===== src/rtl/adcseq_pkg.sv =====
// Package: shared types for the ADC result sequencer.
// Assumes: instruction words are 8 bits; at most two result words per instruction.
package adcseq_pkg;

    // Class of a fetched instruction word
    typedef enum logic [1:0] {
        K_DATA = 2'd0,
        K_END  = 2'd1,
        K_LOOP = 2'd2,
        K_BAD  = 2'd3
    } ikind_t;

    // Source of a stored result word
    typedef enum logic [1:0] {
        SRC_A0 = 2'd0,
        SRC_A1 = 2'd1,
        SRC_DF = 2'd2
    } src_t;

    // Decoded instruction
    typedef struct packed {
        ikind_t kind;
        src_t   first;
        logic   two;
    } idec_t;

    // Sequencer states
    typedef enum logic [2:0] {
        S_IDLE  = 3'd0,
        S_FETCH = 3'd1,
        S_WAIT  = 3'd2,
        S_WR0   = 3'd3,
        S_WR1   = 3'd4
    } st_t;

endpackage


===== src/rtl/adcseq_decode.sv =====
// Module: instruction decoder.
// Turns one 8-bit instruction word into its class, the source of the first
// stored word, and whether a second (ADC1) word follows.
// Assumes: purely combinational; the caller latches the result if needed.
module adcseq_decode
    import adcseq_pkg::*;
(
    input  logic [7:0] iw,
    output idec_t      dec
);

    // Classify the word; bit 7 only matters for the two control words
    always_comb begin
        dec.kind  = K_BAD;
        dec.first = SRC_A0;
        dec.two   = 1'b0;
        if (iw[6:0] == 7'd0) begin
            dec.kind = iw[7] ? K_LOOP : K_END;
        end else if (iw[3:0] == 4'd0) begin
            if (iw[6]) begin
                dec.kind  = K_DATA;
                dec.first = SRC_DF;
                dec.two   = iw[5];
            end else if (iw[5:4] != 2'b00) begin
                dec.kind  = K_DATA;
                dec.first = iw[4] ? SRC_A0 : SRC_A1;
                dec.two   = iw[5] & iw[4];
            end
        end
    end

endmodule


===== src/rtl/adcseq_capture.sv =====
// Module: result capture slots.
// On a take pulse, stores the word for each slot: slot 0 from the selected
// source, slot 1 always from ADC1.
// Assumes: take is high for one cycle per accepted strobe; slots hold otherwise.
module adcseq_capture
    import adcseq_pkg::*;
#(
    parameter int DW = 16
) (
    input  logic          clk,
    input  logic          rst_n,
    input  logic          take,
    input  src_t          first,
    input  logic [DW-1:0] a0,
    input  logic [DW-1:0] a1,
    input  logic [DW-1:0] df,
    output logic [DW-1:0] w0,
    output logic [DW-1:0] w1
);

    localparam int NSLOT = 2;

    logic [DW-1:0] slot [NSLOT];

    for (genvar g = 0; g < NSLOT; g++) begin : g_slot
        src_t          sel;
        logic [DW-1:0] pick;

        // Slot source: slot 0 follows the instruction, later slots take ADC1
        always_comb begin
            sel = (g == 0) ? first : SRC_A1;
            case (sel)
                SRC_A0:  pick = a0;
                SRC_A1:  pick = a1;
                default: pick = df;
            endcase
        end

        // Slot register: load on take, hold otherwise
        always_ff @(posedge clk) begin
            if (!rst_n) begin
                slot[g] <= '0;
            end else if (take) begin
                slot[g] <= pick;
            end
        end
    end

    assign w0 = slot[0];
    assign w1 = slot[1];

endmodule


===== src/rtl/adcseq_addr.sv =====
// Module: write address pointer.
// Loads the beginning address, then advances by 2 or 4 bytes per instruction.
// Assumes: load has priority over adv; the address wraps at 2**AW.
module adcseq_addr #(
    parameter int AW = 16
) (
    input  logic          clk,
    input  logic          rst_n,
    input  logic          load,
    input  logic [AW-1:0] base,
    input  logic          adv,
    input  logic          two,
    output logic [AW-1:0] ptr
);

    localparam logic [AW-1:0] STEP1 = AW'(2);
    localparam logic [AW-1:0] STEP2 = AW'(4);

    // Pointer register: reload or advance by the bytes just stored
    always_ff @(posedge clk) begin
        if (!rst_n) begin
            ptr <= '0;
        end else if (load) begin
            ptr <= base;
        end else if (adv) begin
            ptr <= ptr + (two ? STEP2 : STEP1);
        end
    end

endmodule


===== src/rtl/adc_seq_dma.sv =====
// Module: ADC result sequencer (top).
// Fetches instruction words by index, waits for a result strobe, writes one
// or two 16-bit words to the RAM arbiter, and handles end, restart and invalid
// words. Keeps sticky done, error and overflow flags until the next start.
// Assumes: prog_word is the combinational read of prog_addr; wr_ack may stall.
module adc_seq_dma
    import adcseq_pkg::*;
#(
    parameter int AW = 16,
    parameter int DW = 16,
    parameter int PW = 4
) (
    input  logic          clk,
    input  logic          rst_n,
    input  logic          start,
    input  logic          stop,
    input  logic [AW-1:0] base_addr,
    output logic [PW-1:0] prog_addr,
    input  logic [7:0]    prog_word,
    input  logic [DW-1:0] adc0_res,
    input  logic [DW-1:0] adc1_res,
    input  logic [DW-1:0] diff_res,
    input  logic          res_valid,
    output logic          await_res,
    output logic          wr_en,
    output logic [AW-1:0] wr_addr,
    output logic [DW-1:0] wr_data,
    input  logic          wr_ack,
    output logic          busy,
    output logic          done,
    output logic          overflow,
    output logic          bad_instr
);

    localparam logic [AW-1:0] WORD_BYTES = AW'(2);
    localparam logic [PW-1:0] IDX_ONE    = PW'(1);

    st_t           st;
    logic [PW-1:0] idx;
    idec_t         dec_now;
    idec_t         cur;
    logic [AW-1:0] ptr;
    logic [DW-1:0] w0;
    logic [DW-1:0] w1;
    logic          take;
    logic          last_wr;
    logic          ptr_load;
    logic          ptr_adv;

    adcseq_decode u_dec (
        .iw  (prog_word),
        .dec (dec_now)
    );

    // Control strobes shared by the pointer and capture units
    always_comb begin
        take     = (st == S_WAIT) && res_valid && !stop;
        last_wr  = wr_ack && (((st == S_WR0) && !cur.two) || (st == S_WR1));
        ptr_adv  = last_wr && !stop;
        ptr_load = ((st == S_IDLE) && start) ||
                   ((st == S_FETCH) && !stop && (dec_now.kind == K_LOOP));
    end

    adcseq_addr #(.AW(AW)) u_ptr (
        .clk   (clk),
        .rst_n (rst_n),
        .load  (ptr_load),
        .base  (base_addr),
        .adv   (ptr_adv),
        .two   (cur.two),
        .ptr   (ptr)
    );

    adcseq_capture #(.DW(DW)) u_cap (
        .clk   (clk),
        .rst_n (rst_n),
        .take  (take),
        .first (cur.first),
        .a0    (adc0_res),
        .a1    (adc1_res),
        .df    (diff_res),
        .w0    (w0),
        .w1    (w1)
    );

    // Sequencer state, instruction index and sticky flags
    always_ff @(posedge clk) begin
        if (!rst_n) begin
            st        <= S_IDLE;
            idx       <= '0;
            cur       <= '0;
            done      <= 1'b0;
            bad_instr <= 1'b0;
            overflow  <= 1'b0;
        end else begin
            if ((st == S_IDLE) && start) begin
                overflow <= 1'b0;
            end else if ((st != S_IDLE) && (st != S_WAIT) && res_valid) begin
                overflow <= 1'b1;
            end

            if (stop && (st != S_IDLE)) begin
                st <= S_IDLE;
            end else begin
                case (st)
                    S_IDLE: begin
                        if (start) begin
                            st        <= S_FETCH;
                            idx       <= '0;
                            done      <= 1'b0;
                            bad_instr <= 1'b0;
                        end
                    end
                    S_FETCH: begin
                        cur <= dec_now;
                        case (dec_now.kind)
                            K_DATA: st  <= S_WAIT;
                            K_LOOP: idx <= '0;
                            K_END: begin
                                done <= 1'b1;
                                st   <= S_IDLE;
                            end
                            default: begin
                                done      <= 1'b1;
                                bad_instr <= 1'b1;
                                st        <= S_IDLE;
                            end
                        endcase
                    end
                    S_WAIT: begin
                        if (res_valid) begin
                            st <= S_WR0;
                        end
                    end
                    S_WR0: begin
                        if (wr_ack) begin
                            if (cur.two) begin
                                st <= S_WR1;
                            end else begin
                                st  <= S_FETCH;
                                idx <= idx + IDX_ONE;
                            end
                        end
                    end
                    S_WR1: begin
                        if (wr_ack) begin
                            st  <= S_FETCH;
                            idx <= idx + IDX_ONE;
                        end
                    end
                    default: st <= S_IDLE;
                endcase
            end
        end
    end

    // Write request and status outputs
    always_comb begin
        prog_addr = idx;
        busy      = (st != S_IDLE);
        await_res = (st == S_WAIT);
        wr_en     = (st == S_WR0) || (st == S_WR1);
        wr_addr   = (st == S_WR1) ? (ptr + WORD_BYTES) : ptr;
        wr_data   = (st == S_WR1) ? w1 : w0;
    end

endmodule


===== config.mk =====
export PLATFORM = sky130hd
export DESIGN_NAME = adc_seq_dma
export DESIGN_NICKNAME = d
export VERILOG_FILES = /design/src/rtl/adcseq_pkg.sv /design/src/rtl/adcseq_decode.sv /design/src/rtl/adcseq_capture.sv /design/src/rtl/adcseq_addr.sv /design/src/rtl/adc_seq_dma.sv
export SDC_FILE = /design/constraint.sdc
export NUM_CORES = 1
export LEC_CHECK = 0
export ABC_AREA = 1
export BUFFER_PORTS_ARGS = -buffer_cell sky130_fd_sc_hd__buf_4
export CAP_MARGIN = 20
export CORE_MARGIN = 4
export CORE_UTILIZATION = 45
export CTS_CLUSTER_SIZE = 28
export DETAILED_ROUTE_END_ITERATION = 12
export PLACE_DENSITY = 0.72
export SKIP_CTS_REPAIR_TIMING = 1
export SYNTH_ARGS = -nofsm -noshare
export SYNTH_HDL_FRONTEND = slang
export SYNTH_SLANG_ARGS = --single-unit

===== constraint.sdc =====
create_clock -name clk -period 3.3 [get_ports clk]
set_clock_uncertainty 0.1 [all_clocks]
set_input_delay 0.165 -clock clk [delete_from_list [all_inputs] [get_ports clk]]
set_output_delay 0.165 -clock clk [all_outputs]
set_load 0.03 [all_outputs]

==> run summary, run 1 <==
# rows - 33
MaxCap Viol Count - 0
Clock sink total - 61
Cell count after placement - 737
Min-delay src - base_addr[0]
Fmax achieved - 0.344 GHz
Slowest stage cell, crit path - dfxtp_1
Reg clk slew, reported paths - 0.07 ns
Internal power - 1.81 mW
Power share of the clock group - 20.2%
Dpl ws - 0.806 ns
Area of the multi-input gates - 1910 sq um
RR Startpoint - st[0]
Least-Margin Pin Slew - 0.699 ns
Ports - 120
Number of global-route vias before repair - 3637
Vias/cell - 5.02
CP arrival - 2.64 ns
Fin crit share - 88.1%
NetSw - 1.50 mW
# DRC - 0
Setup WS post-layout - 0.394 ns
Finished Cell Area - 4910 sq um
Core area - 8180 sq um
Depth of the CTS H-tree - 3
Comb pwr share - 48.0%
Port Buf Inserts - 119
RSZ-0062 raised after global routing - false
Mapped Cells - 532
Cells on worst reg2reg path - 7
Final GP Congestion - 0.894
Top FF cell, synth - edfxtp_1
CP max stage delay - 0.40 ns
Initial antenna violation count - 0
Antenna cell count - 0
Min-delay worst type - in2reg
Die Y - 99.5 um
Yosys reg bits - 61
Cts bufs inserted - 9
Hold Path Depth - 3
Setup TNS - 0 ns
Synth Cell Area - 3770 sq um
Placed instance area - 4690 sq um
Lkg Pwr - 2.32 nW
Via count - 3791
Starting density of the core - 46.1%
Layout overhead on the synthesized area - 30.2%
CP cell instances - nor2_4, nand2_2, inv_2, nand2_1, nor3_2, nand3_1, xor2_1, buf_4
GRT Residual Overflow - 0
Asr flop ratio synth - 0%
CTS tree - built
Clk buf depth - 2
Storage cell area - 1540 sq um
Clock Latency Late Sink - 0.34 ns
Most frequent cell after synthesis - nand2_1
Sw frac - 45.3%
Share of the synthesized area in the top cell type - 25.5%
Worst VDD drop - 0.000364 V
Ratio of cells with drive above 1 in the final layout - 24.6%
Crit path capture type - output pin
Total Nets Final - 728
Largest net degree at the start of global routing - 33
Post-DP HPWL - 7.70 mm
Synth top cells by count - 180 x nand2_1, 67 x nor2_1, 47 x inv_1
Critical Path Fanout Max - 23
Sequential fraction of the synthesis area - 40.9%
R2r setup slk - 1.01 ns
Synth warn - 0
Startpoint Class - flip-flop
Top area cells in the synthesized netlist - edfxtp_1 25%, nand2_1 18%, dfxtp_1 15%
Gr usage total - 21.1%
Max transition margin - 53.4%
Pwr Total - 3.31 mW
Routed len/inst - 13.8 um
Die Wd - 99.5 um
Finished Layout Cells - 755
CP startpoint - st[0]
Final Hold Viols - 0
Slew Viols, Final - 0
Net count after synthesis - 615
Seq pwr share - 31.8%
Drt pass-1 iters - 5
Full die area - 9900 sq um
Capture point of the worst reg-to-reg path - u_ptr.ptr[1]
Post-DRT Antenna Nets - 0
CTS root buffer - clkbuf_8
WS Path Type - reg2out
Leading area contributor after synthesis - edfxtp_1
Run status - finished, final reports clean
Shortest period the worst path allows - 2.91 ns
Worst Path Required - 3.03 ns
Crit path buffers/inverters - 2
Final wirelength - 10.4 mm
First-pass GRT wire length - 16.7 mm
Pwr Density - 674 nW/um^2
Hold Path End - u_ptr.ptr[0]
Family with the most delay on the worst path - simple AND/OR/NAND/NOR gates
Fill count - 774
Unique masters post-synth - 33
Finish-stage setup viols - 0
Avg Synthesized Cell Area - 7.08 sq um
EDFF count, synth - 32
1st-iter DRT viols - 237
## how the worst max path moves through the flow
| stage | depth (start not counted) | slack (ns) | to |
|---|---|---|---|
| 2_1_floorplan | 4 | 0.96 | u_cap.slot[0][0] |
| 3_3_place_gp | 8 | 0.85 | wr_addr[9] |
| 3_5_place_dp | 8 | 0.81 | wr_addr[15] |
| 4_1_cts | 8 | 0.42 | wr_addr[15] |
| 5_1_grt | 8 | 0.17 | wr_addr[13] |
| 6_report | 8 | 0.39 | wr_addr[15] |
## final cells by class
class	instances	share of cell area, %
clock inverter	5	1.02
timing repair buffer	123	19.0
multi-input combinational	398	39.0
inverter	52	4.03
sequential	61	31.4
clock buffer	11	2.88
tap	105	2.68
## metrics by stage
step	util, %	hold WS [ns]
6_report	60.0	0.00894
2_1_floorplan	-	0.225
3_3_place_gp	57.4	0.342
5_1_grt	60.0	0.0141
3_5_place_dp	57.4	0.352
4_1_cts	59.7	0.00768
## worst min-delay path: stages
cell,delay [ns]
buf_4,0.11
nand3_1,0.07
a21oi_1,0.06
## layout by cell type (no fill, tap or decap), types with 7 or more instances in the layout
master and instances:
a21oi_1 20, inv_1 47, nand3_1 40, xor2_1 17
buf_4 121, nor3_2 7, clkbuf_8 10, dfxtp_1 29
nand2_1 180, o21ai_0 15, edfxtp_1 32, nor2_1 67
a31oi_1 17
## power groups by stage
stage	clock network, mW	registers (mW)	logic, mW
2_1_floorplan	0	1.06	1.11
3_3_place_gp	0	1.05	1.55
3_5_place_dp	0	1.06	1.57
4_1_cts	0.673	1.05	1.58
5_1_grt	0.706	1.07	1.74
6_report	0.668	1.05	1.59
## state kept, by name (all words and copies together) (netlist names)
register / cells
u_cap.slot: 32
u_ptr.ptr: 16
prog_addr: 4
cur: 3
st: 3
bad_instr: 1
done: 1
overflow: 1
## per-layer routing
layer / vias up / global-route usage (%) / share of wire [%] / wire length, um
li1: 1937 / - / - / -
met1: 1712 / 26.8 / 43 / 4480
met2: 130 / 36.1 / 49 / 5100
met3: 12 / 4.49 / 6.9 / 715
met4: 0 / 6.72 / 1.3 / 133
met5: - / 0 / 0 / 0
## logic make-up after synthesis
kind of cell | count (synthesis) | synth area share (%)
compound gates | 59 | 8.80
xor+xnor | 20 | 4.65
fa+ha+maj | 5 | 1.86
buf+inv | 73 | 8.30
flops | 61 | 40.9
simple gates | 314 | 35.5
Power figures use the tool's default switching activity.
==> run 2: changes to the inputs <==
- CORE_UTILIZATION: 45 -> 56
- PLACE_DENSITY: 0.72 -> 0.87
==> run summary, run 2 (synthesized netlist as in run 1, its figures left out) <==
Slowest stage cell, crit path - dfxtp_1
Startpoint Class - flip-flop
Die Y - 90.0 um (-9.5%)
Worst Path Required - 3.03 ns (about the same)
MaxCap Viol Count - 0 (unchanged)
R2r setup slk - 1.06 ns (+0.05 ns)
Capture point of the worst reg-to-reg path - u_ptr.ptr[5]
Setup TNS - 0 ns (unchanged)
Routed len/inst - 14.2 um (+2.8%)
WS Path Type - reg2out
Post-DP HPWL - 7.53 mm (-2.2%)
CTS tree - built
Hold Path End - u_ptr.ptr[0]
Gr usage total - 24.9% (+3.8 points)
1st-iter DRT viols - 292 (+23%)
Drt pass-1 iters - 5 (unchanged)
Worst hold slack - 0.0105 ns (+0.00161 ns)
Number of flip-flops in the largest register - 32 (unchanged)
Layout overhead on the synthesized area - 29.4%
Cells on worst reg2reg path - 7 (unchanged)
Critical Path Fanout Max - 23 (unchanged)
Port Buf Inserts - 119 (unchanged)
RR Startpoint - st[0]
Finished Core Util - 75.5% (+16 points)
Full die area - 8110 sq um (-18%)
Least-Margin Pin Slew - 0.741 ns (+0.0428 ns)
Slew Viols, Final - 0 (unchanged)
Run status - finished, final reports clean
# DRC - 0 (unchanged)
Reg clk slew, reported paths - 0.07 ns (about the same)
Min-delay worst type - in2reg
CTS root buffer - clkbuf_8
GRT Residual Overflow - 0 (unchanged)
Dpl ws - 0.787 ns (-0.0187 ns)
Via count - 3883 (+2.4%)
Final wirelength - 10.3 mm (-0.92%)
CP max stage delay - 0.41 ns (about the same)
Die Wd - 90.0 um (-9.5%)
Min-delay src - base_addr[0]
Crit path buffers/inverters - 2 (unchanged)
Lkg Pwr - 2.32 nW (about the same)
# rows - 29 (-12%)
Shortest period the worst path allows - 2.89 ns (-0.0207 ns)
Clock Latency Late Sink - 0.34 ns (about the same)
Post-DRT Antenna Nets - 0 (unchanged)
Max transition margin - 50.5% (-2.9 points)
Number of global-route vias before repair - 3724 (+2.4%)
Initial antenna violation count - 0 (unchanged)
Antenna cell count - 0 (unchanged)
Finish-stage setup viols - 0 (unchanged)
First-pass GRT wire length - 16.7 mm (about the same)
RSZ-0062 raised after global routing - false
Largest net degree at the start of global routing - 33 (unchanged)
Cts bufs inserted - 9 (unchanged)
Pwr Density - 674 nW/um^2 (about the same)
Worst VDD drop - 0.000641 V (+76%)
CP cell instances - nor2_4, nand2_2, inv_2, nand2_1, nor3_2, nand3_1, xor2_1, buf_4
Largest Register - u_cap.slot
Vias/cell - 5.33 (+6.2%)
Family with the most delay on the worst path - simple AND/OR/NAND/NOR gates
Clock sink total - 61 (unchanged)
Setup WS post-layout - 0.415 ns (+0.0207 ns)
Most frequent cells in the layout - 180 x nand2_1, 122 x buf_4, 67 x nor2_1
Most common cell after layout, fill and taps aside - nand2_1
Final GP Congestion - 0.916 (+2.5%)
Fmax achieved - 0.347 GHz (+0.72%)
Depth of the CTS H-tree - 3 (unchanged)
Hold Path Depth - 3 (unchanged)
Ports - 120 (unchanged)
CP arrival - 2.62 ns (-0.02 ns)
Finished Layout Cells - 728 (-3.6%)
Final Hold Viols - 0 (unchanged)
Cell count after placement - 710 (-3.7%)
Fin crit share - 87.4% (-0.63 points)
Starting density of the core - 58.3% (+12 points)
Clk buf depth - 2 (unchanged)
Total Nets Final - 729 (+0.14%)
Ratio of cells with drive above 1 in the final layout - 25.0% (+0.42 points)
Crit path capture type - output pin
Core area - 6460 sq um (-21%)
-- run 2: layout make-up --
| cell class | count | area [sq um] |
|---|---|---|
| Inverter | 52 | 198 |
| Timing Repair Buffer | 124 | 938 |
| Clock buffer | 9 | 124 |
| Tap cell | 77 | 96.3 |
| Multi-Input combinational cell | 398 | 1910 |
| Fill cell | 497 | 1580 |
| Clock inverter | 7 | 66.3 |
| Sequential cell | 61 | 1540 |
-- run 2: metrics by stage --
| stage | total power [mW] | instance area (sq um) |
|---|---|---|
| finish | 3.29 | 4880 |
| global route | 3.48 | 4880 |
| CTS | 3.27 | 4860 |
| detailed placement | 2.63 | 4670 |
| global placement | 2.58 | 4670 |
| floorplan | 2.16 | 3770 |
-- run 2: worst max path at each step --
| stage | to | startpoint | cells past startpoint | slack [ns] |
|---|---|---|---|---|
| 2_1_floorplan | u_cap.slot[0][0] | st[1] | 4 | 0.96 |
| 3_3_place_gp | wr_addr[15] | st[0] | 8 | 0.90 |
| 3_5_place_dp | wr_addr[9] | st[0] | 8 | 0.79 |
| 4_1_cts | wr_addr[9] | st[0] | 8 | 0.38 |
| 5_1_grt | wr_addr[15] | st[0] | 8 | 0.17 |
| 6_report | wr_addr[9] | st[0] | 8 | 0.41 |
-- run 2: where the power goes --
part,switching (mW),internal (mW),leakage [nW]
clock,0.301,0.343,0.0903
sequential,0.126,0.923,0.568
combinational,1.06,0.531,1.66
total,1.49,1.80,2.32
-- run 2: layer usage --
layer | part of all wire [%] | global-route usage, % | vias to the layer above
met5 | 0 | 0 | -
met4 | 1.7 | 8.29 | 0
met3 | 8.6 | 7.43 | 21
met2 | 52 | 44.5 | 174
met1 | 38 | 28.4 | 1751
li1 | - | - | 1937
-- run 2: worst register-to-register path, cell delays in order (launching register included) --
cell     delay (ns)
dfxtp_1        0.52
nor2_4         0.07
nand2_2        0.40
nand2_2        0.15
a21oi_2        0.23
nand3_2        0.33
a21oi_1        0.25
nor2_1         0.05
==> run 3: changes to the inputs <==
- CORE_ASPECT_RATIO: default -> 1.5
- REMOVE_ABC_BUFFERS: default -> 1
==> run summary, run 3 (synthesized netlist as in run 1, its figures left out) <==
Run status - finished, final reports clean
Initial antenna violation count - 0 (unchanged)
Pwr Density - 683 nW/um^2 (+1.3%)
Die Wd - 75.0 um (-17%)
WS Path Type - reg2out
CP arrival - 2.53 ns (-0.09 ns)
MaxCap Viol Count - 0 (unchanged)
Routed len/inst - 15.1 um (+6.6%)
Post-DRT Antenna Nets - 0 (unchanged)
Fmax achieved - 0.357 GHz (+3.1%)
Slowest stage cell, crit path - dfxtp_1
Placed instance area - 4660 sq um (-0.19%)
CTS tree - built
Via count - 4048 (+4.2%)
Largest Register - u_cap.slot
Min-delay worst type - in2reg
Post-DP HPWL - 8.19 mm (+8.7%)
Finish-stage setup viols - 0 (unchanged)
Layout overhead on the synthesized area - 28.9%
Gr usage total - 28.0% (+3.0 points)
CTS root buffer - clkbuf_8
Finished Cell Area - 4860 sq um (-0.46%)
Capture point of the worst reg-to-reg path - u_ptr.ptr[9]
Least-Margin Pin Slew - 1.07 ns (+0.333 ns)
Clock sink total - 61 (unchanged)
Pwr Total - 3.31 mW (+0.83%)
Drt pass-1 iters - 6 (+1)
Clock Latency Late Sink - 0.34 ns (about the same)
Starting density of the core - 57.7% (-0.65 points)
Finished Layout Cells - 724 (-0.55%)
First-pass GRT wire length - 17.4 mm (+4.2%)
Clk buf depth - 2 (unchanged)
Hold Path Depth - 3 (unchanged)
# rows - 36 (+24%)
Fin crit share - 84.8% (-2.6 points)
Port Buf Inserts - 119 (unchanged)
Setup WS post-layout - 0.501 ns (+0.0864 ns)
Number of global-route vias before repair - 4013 (+7.8%)
Antenna cell count - 0 (unchanged)
Slew Viols, Final - 0 (unchanged)
RSZ-0062 raised after global routing - false
Core area - 6530 sq um (+1.1%)
Shortest period the worst path allows - 2.80 ns (-0.0864 ns)
Min-delay src - prog_word[6]
Final GP Congestion - 0.949 (+3.6%)
Dpl ws - 0.882 ns (+0.0953 ns)
Lkg Pwr - 2.31 nW (-0.67%)
Most common cell after layout, fill and taps aside - nand2_1
Critical Path Fanout Max - 23 (unchanged)
Hold Path End - cur[2]
1st-iter DRT viols - 316 (+8.2%)
Setup TNS - 0 ns (unchanged)
Ports - 120 (unchanged)
Largest net degree at the start of global routing - 33 (unchanged)
Depth of the CTS H-tree - 3 (unchanged)
Most frequent cells in the layout - 180 x nand2_1, 121 x buf_4, 67 x nor2_1
RR Startpoint - u_ptr.ptr[1]
Full die area - 8130 sq um (+0.33%)
Worst VDD drop - 0.000369 V (-42%)
Total Nets Final - 726 (-0.41%)
CP max stage delay - 0.41 ns (about the same)
Cts bufs inserted - 9 (unchanged)
Vias/cell - 5.59 (+4.8%)
Startpoint Class - flip-flop
Ratio of cells with drive above 1 in the final layout - 25.0% (-0.038 points)
Crit path capture type - output pin
GRT Residual Overflow - 0 (unchanged)
Cell count after placement - 708 (-0.28%)
R2r setup slk - 1.10 ns (+0.04 ns)
Cells on worst reg2reg path - 10 (+3)
Worst Path Required - 3.03 ns (about the same)
Max transition margin - 28.1% (-22 points)
# DRC - 0 (unchanged)
Final Hold Viols - 0 (unchanged)
Number of flip-flops in the largest register - 32 (unchanged)
Die Y - 108 um (+20%)
Reg clk slew, reported paths - 0.07 ns (about the same)
Final wirelength - 11.0 mm (+6.0%)
CP cell instances - nor2_4, nand2_2, inv_2, nand2_1, nor3_2, nand3_1, xor2_1, buf_4
## run 3: cell count changes in the layout (fill, tap and decap cells not counted), sizes merged
cell      before  now
inv           52   53
clkinvlp       2    3
buf          124  121
clkinv         4    2
## run 3: cell type report
class | instances | area [sq um]
clock buffers | 9 | 124
clock inverters | 7 | 75.1
fillers | 509 | 1680
inverters | 52 | 198
multi-input cells | 398 | 1910
flip-flops and latches | 61 | 1540
well taps | 76 | 95.1
repair buffers | 121 | 908
## run 3: worst max-delay path by stage
| stage | startpoint | endpoint | slack [ns] | depth (start not counted) |
|---|---|---|---|---|
| after global placement | st[0] | wr_addr[15] | 1.01 | 8 |
| final | st[0] | wr_addr[9] | 0.50 | 8 |
| after CTS | st[0] | wr_addr[9] | 0.51 | 8 |
| after detailed placement | st[0] | wr_addr[9] | 0.88 | 8 |
| after global routing | st[0] | wr_addr[15] | 0.30 | 8 |
| after floorplan | st[1] | u_cap.slot[0][0] | 0.85 | 4 |
## run 3: critical path: cells and delay by family (launching register included)
kind | cells | cell delay [ns]
XOR/XNOR | 1 | 0.16
buffers and inverters | 2 | 0.56
flip-flops | 1 | 0.41
AND/OR/NAND/NOR | 5 | 1.05
## run 3: metrics by stage
step / hold slack (ns) / utilization (%)
floorplan: 0.201 / -
global placement: 0.341 / 71.3
detailed placement: 0.367 / 71.3
CTS: 0.00134 / 74.3
global route: 0.0225 / 74.3
finish: 0.00916 / 74.3
## run 3: metal layers
| metal | wire length, um | GRT usage [%] | vias to the layer above |
|---|---|---|---|
| li1 | - | - | 1939 |
| met1 | 3700 | 28.1 | 1842 |
| met2 | 5810 | 49.9 | 213 |
| met3 | 923 | 6.51 | 54 |
| met4 | 518 | 17.4 | 0 |
| met5 | 0 | 0 | - |
## run 3: power by group
| group | total [mW] | internal (mW) | switching, mW |
|---|---|---|---|
| logic | 1.59 | 0.516 | 1.07 |
| registers | 1.06 | 0.923 | 0.132 |
| clock network | 0.671 | 0.350 | 0.321 |
| total | 3.31 | 1.79 | 1.53 |
